File: config.mk
export PLATFORM = sky130hd
export DESIGN_NAME = xlate_walker
export DESIGN_NICKNAME = d
export VERILOG_FILES = /design/src/rtl/xlate_walker.sv
export SDC_FILE = /design/constraint.sdc
export NUM_CORES = 1
export LEC_CHECK = 0
export ABC_AREA = 1
export BUFFER_PORTS_ARGS = -buffer_cell sky130_fd_sc_hd__buf_2
export CAP_MARGIN = 30
export CORE_ASPECT_RATIO = 1.2
export CORE_UTILIZATION = 44
export DETAILED_ROUTE_END_ITERATION = 10
export GPL_TIMING_DRIVEN = 0
export PLACE_DENSITY = 0.7
export SLEW_MARGIN = 20
export SYNTH_ARGS = -nofsm -noshare
export SYNTH_HDL_FRONTEND = slang
export SYNTH_SLANG_ARGS = --single-unit
File: constraint.sdc
create_clock -name clk -period 8.6 [get_ports clk]
set_input_delay 2.15 -clock clk [delete_from_list [all_inputs] [get_ports clk]]
set_output_delay 2.15 -clock clk [all_outputs]
set_load 0.05 [all_outputs]
File: src/rtl/xlate_walker.sv
module xlate_walker #(
  parameter bit THREE_LEVEL = 1'b1,
  parameter int CTX_W       = 8
) (
  input  logic             clk,
  input  logic             rst_n,
  input  logic             req_valid,
  output logic             req_ready,
  input  logic [19:0]      req_vpn,
  input  logic [CTX_W-1:0] req_ctx,
  input  logic [31:0]      root_base,
  output logic             mem_req_valid,
  input  logic             mem_req_ready,
  output logic [31:0]      mem_req_addr,
  input  logic             mem_rsp_valid,
  input  logic [31:0]      mem_rsp_data,
  output logic             done,
  output logic             done_fault,
  output logic [1:0]       done_cause,
  output logic [1:0]       done_step,
  output logic [19:0]      done_vpn,
  output logic [19:0]      done_ppn,
  output logic [9:0]       done_attr
);
  localparam logic [1:0] FIRST_S = THREE_LEVEL ? 2'd0 : 2'd1;
  localparam logic [1:0] LAST_S  = THREE_LEVEL ? 2'd3 : 2'd2;

  typedef enum logic [1:0] {IDLE, ISSUE, AWAIT} st_t;
  st_t              st;
  logic [1:0]       step;
  logic [19:0]      vpn_q;
  logic [CTX_W-1:0] ctx_q;
  logic [31:0]      base_q;
  logic [9:0]       idx;
  logic [19:0]      low_mask;
  logic [1:0]       cause_n;
  logic             final_ok;

  always_comb begin
    idx      = '0;
    low_mask = '0;
    if (THREE_LEVEL) begin
      case (step)
        2'd0:    idx = 10'(ctx_q);
        2'd1:    begin idx = {2'b0, vpn_q[19:12]}; low_mask = 20'h00FFF; end
        2'd2:    begin idx = {4'b0, vpn_q[11:6]};  low_mask = 20'h0003F; end
        default: idx = {4'b0, vpn_q[5:0]};
      endcase
    end else begin
      case (step)
        2'd1:    begin idx = vpn_q[19:10]; low_mask = 20'h003FF; end
        default: idx = vpn_q[9:0];
      endcase
    end
  end

  always_comb begin
    cause_n = 2'd0;
    case (mem_rsp_data[1:0])
      2'b00: cause_n = 2'd1;
      2'b11: cause_n = 2'd2;
      2'b01: if (step == LAST_S) cause_n = 2'd3;
      default: if (step == 2'd0) cause_n = 2'd3;
    endcase
  end

  assign final_ok      = (mem_rsp_data[1:0] == 2'b10) && (cause_n == 2'd0);
  assign req_ready     = (st == IDLE);
  assign mem_req_valid = (st == ISSUE);
  assign mem_req_addr  = base_q + {20'b0, idx, 2'b00};

  always_ff @(posedge clk) begin
    if (!rst_n) begin
      st         <= IDLE;
      step       <= 2'd0;
      vpn_q      <= '0;
      ctx_q      <= '0;
      base_q     <= '0;
      done       <= 1'b0;
      done_fault <= 1'b0;
      done_cause <= 2'd0;
      done_step  <= 2'd0;
      done_vpn   <= '0;
      done_ppn   <= '0;
      done_attr  <= '0;
    end else begin
      done <= 1'b0;
      case (st)
        IDLE: if (req_valid) begin
          vpn_q  <= req_vpn;
          ctx_q  <= req_ctx;
          base_q <= root_base;
          step   <= FIRST_S;
          st     <= ISSUE;
        end
        ISSUE: if (mem_req_ready) st <= AWAIT;
        AWAIT: if (mem_rsp_valid) begin
          if (final_ok || cause_n != 2'd0) begin
            done       <= 1'b1;
            done_fault <= (cause_n != 2'd0);
            done_cause <= cause_n;
            done_step  <= step;
            done_vpn   <= vpn_q;
            done_ppn   <= final_ok ? ((mem_rsp_data[31:12] & ~low_mask) | (vpn_q & low_mask)) : 20'd0;
            done_attr  <= final_ok ? mem_rsp_data[11:2] : 10'd0;
            st         <= IDLE;
          end else begin
            base_q <= {mem_rsp_data[31:2], 2'b00};
            step   <= step + 2'd1;
            st     <= ISSUE;
          end
        end
        default: st <= IDLE;
      endcase
    end
  end
endmodule

==> flow_summary.json <==
{
  "outcome": "finished clean",
  "rsz0062_at_grt": "no",
  "fin_tns_setup_ns": 0,
  "grt_pass1_wl_mm": 31.9,
  "drt_first_pass_iters": 5,
  "cts_resized": 0,
  "final_nets": 1279,
  "routed_wl_mm": 20.1,
  "die_width_microns": 111,
  "antenna_found_initial": 0,
  "min_path_type": "reg2reg",
  "yosys_register_bits": 120,
  "fin_ws_ns": 2.79,
  "yosysMostFrequentCell": "nand2_1",
  "fp.dieArea_sq_um": 14700,
  "comb_power_share_pct": 25.9,
  "arrival_ns": 3.66,
  "drv_cap": 0,
  "drive_gt1_share_pct": 21.9,
  "p_int_uw": 1110,
  "synth_top_area_cell": "dfxtp_1",
  "ir_worst_vdd_mv": 0.131,
  "yosysTopAreaCellShare_pct": 38.5,
  "drc_errors": 0,
  "cp-start-kind": "flop",
  "cp_slowest_cell": "fa_1",
  "fin_worst_skew_ns": 0.00887,
  "crit_chain": "inv_1, ha_1, clkbuf_1, a21oi_1, a31oi_1, ha_1, inv_1, fa_1, inv_1, nand3_1, nand2_1, nand2_1, nand2_1, buf_2, nand4_1, nand2_1, buf_2",
  "synth_edf_count": 0,
  "synth_cells": 963,
  "holdWs_ns": 0.458,
  "post-place-ws_ns": 3.28,
  "cp-end-kind": "output pin",
  "grt_max_degree": 17,
  "cts-hold-fix-buffers": 0,
  "overflow": 0,
  "worstPathRequired_ns": 6.45,
  "core_area_sq_um": 13800,
  "fmax_mhz": 172,
  "ys_types": 33,
  "clock_path_buffers": 2,
  "grt_use_total_pct": 27.3,
  "fin_crit_sh_pct": 67.6,
  "p_seq_share_pct": 36.5,
  "wl_per_cell_microns": 14.9,
  "ys_top_cells_by_area": "dfxtp_1 39%, nand2_1 15%, nor2_1 13%, o21ai_0 7.6%, inv_1 4.3%",
  "cts_setup_buffers": 0,
  "cts.sinks": 120,
  "p_sw_share_pct": 38.0,
  "switchingPower_uw": 680,
  "async_flop_share_pct": 0,
  "worstSkewPairLatency_ns": 0.42,
  "synth_common_cells": "243 x nand2_1, 209 x nor2_1, 120 x dfxtp_1, 95 x o21ai_0, 71 x inv_1",
  "io_buffers": 185,
  "final_util_pct": 57.4,
  "clk_pin_slew_ns": 0.06,
  "drtIter0Drc": 351,
  "num_rows": 47,
  "worstSetupPathType": "reg2out",
  "path_common_cell": "nand2_1",
  "seq_area_frac_synth_pct": 38.5,
  "syn_to_final_growth_pct": 27.3,
  "crit_path_max_incr_delay_ns": 0.41,
  "post_synth.cell_area_avg_sq_um": 6.47,
  "initial_utilization_pct": 45.1,
  "layout_min_cycle_time_ns": 5.81,
  "synth_fp_nets": 1075,
  "cts_root_buffer": "clkbuf_16",
  "syn-cell-area_sq_um": 6230,
  "grt_pass1_vias": 6603,
  "drt.antenna.violating_nets": 0,
  "slew_violations": 0,
  "dp_hpwl_mm": 15.7,
  "clock_power_share_pct": 37.6,
  "power_density_nw_per_um2": 225,
  "num_vias": 6844,
  "tightest_slew_ns": 0.554,
  "max_slew_margin_pct": 62.9,
  "ys_warn_count": 0,
  "gp_congestion": 0.899,
  "viasPerCell": 5.07,
  "die_h_microns": 132,
  "antenna_cells": 0,
  "setup_viol": 0,
  "io_pins": 187,
  "finalHoldViolations": 0,
  "cts_buffers": 17,
  "htreeDepth": 4,
  "p_leak_uw": 0.00402,
  "cts_tree": "built",
  "dominantRegCellSynth": "dfxtp_1",
  "timing.critical_path.fanout_max": 10,
  "power.total_uw": 1790
}
[kinds of logic after synthesis]
kind of cell             after synthesis  share of synthesized area, %
buffers and inverters                123                          8.27
AO/OA/AOI/OAI                        165                          14.2
AND/OR/NAND/NOR                      531                          34.6
flip-flops                           120                          38.5
adder cells (fa/ha/maj)               15                          3.13
XOR/XNOR                               9                          1.26
[registers in the layout, summed over array words and instances (netlist names), 8 cells and up]
name,cells
base_q,32
vpn_q,20
done_attr,10
ctx_q,8
done_ppn,20
done_vpn,20
[cells in the final DEF (no fill, tap or decap), types with 2 or more instances in the layout]
master	Yosys	final
o21ai_0	95	95
ha_1	14	14
clkbuf_1	23	23
nand3b_1	10	10
o21ai_1	3	3
clkbuf_16	0	17
nor2_2	2	2
buf_2	12	197
inv_2	5	5
nand3_1	52	52
a21oi_1	47	47
nor2_1	209	209
clkinv_4	0	5
inv_8	0	2
a22o_1	3	3
dfxtp_1	120	120
inv_1	71	71
buf_1	3	3
xor2_1	8	8
clkinvlp_4	0	2
inv_6	0	6
buf_4	6	6
a31oi_1	5	5
buf_6	2	2
nand2_1	243	243
nand4_1	7	7
nor2_4	2	2
o21ai_2	10	10
nor3_1	2	2
[final cells by class]
cell class / count / area (sq um)
buffer: 47 / 230
clock buffer: 17 / 425
clock inverter: 15 / 134
fill: 1437 / 5890
inverter: 76 / 285
multi-input combinational: 720 / 3320
sequential: 120 / 2400
tap: 171 / 214
timing repair buffer: 185 / 926
[per-layer routing]
layer	global-route usage, %	part of all wire, %
met2	47.3	50
met3	4.92	5.0
met4	12.2	3.4
met5	0	0
met1	32.9	41
[power groups by stage]
stage          combinational [uW]  clock, uW  sequential, uW
2_1_floorplan                 329          0             651
3_3_place_gp                  455          0             663
3_5_place_dp                  458          0             663
4_1_cts                       462        673             651
5_1_grt                       503        700             656
6_report                      462        672             652
[critical path: cells and delay by family, from the launching register on]
family | cells | cell delay [ns]
AOI/OAI and AO/OA | 2 | 0.29
adders and majority gates | 3 | 0.85
buffers and inverters | 6 | 1.14
DFF | 1 | 0.36
and+or+nand+nor | 6 | 0.61
[path summary, 6_finish.rpt]
check                           slack (ns)        start                to  cells after the start
worst min register to register        0.46  done_ppn[8]       done_ppn[8]                      2
worst min-delay path                  0.46  done_ppn[8]       done_ppn[8]                      2
worst max register to register        6.52      step[0]      done_attr[7]                      9
worst max-delay path                  2.79      step[0]  mem_req_addr[28]                     17
[metrics by stage]
stage | instances | instance area (sq um)
after floorplan | 963 | 6230
after global placement | 1319 | 7370
after detailed placement | 1319 | 7370
after CTS | 1351 | 7930
after global routing | 1351 | 7930
final | 1351 | 7930
Note: power is estimated with default switching activity, not from simulation.
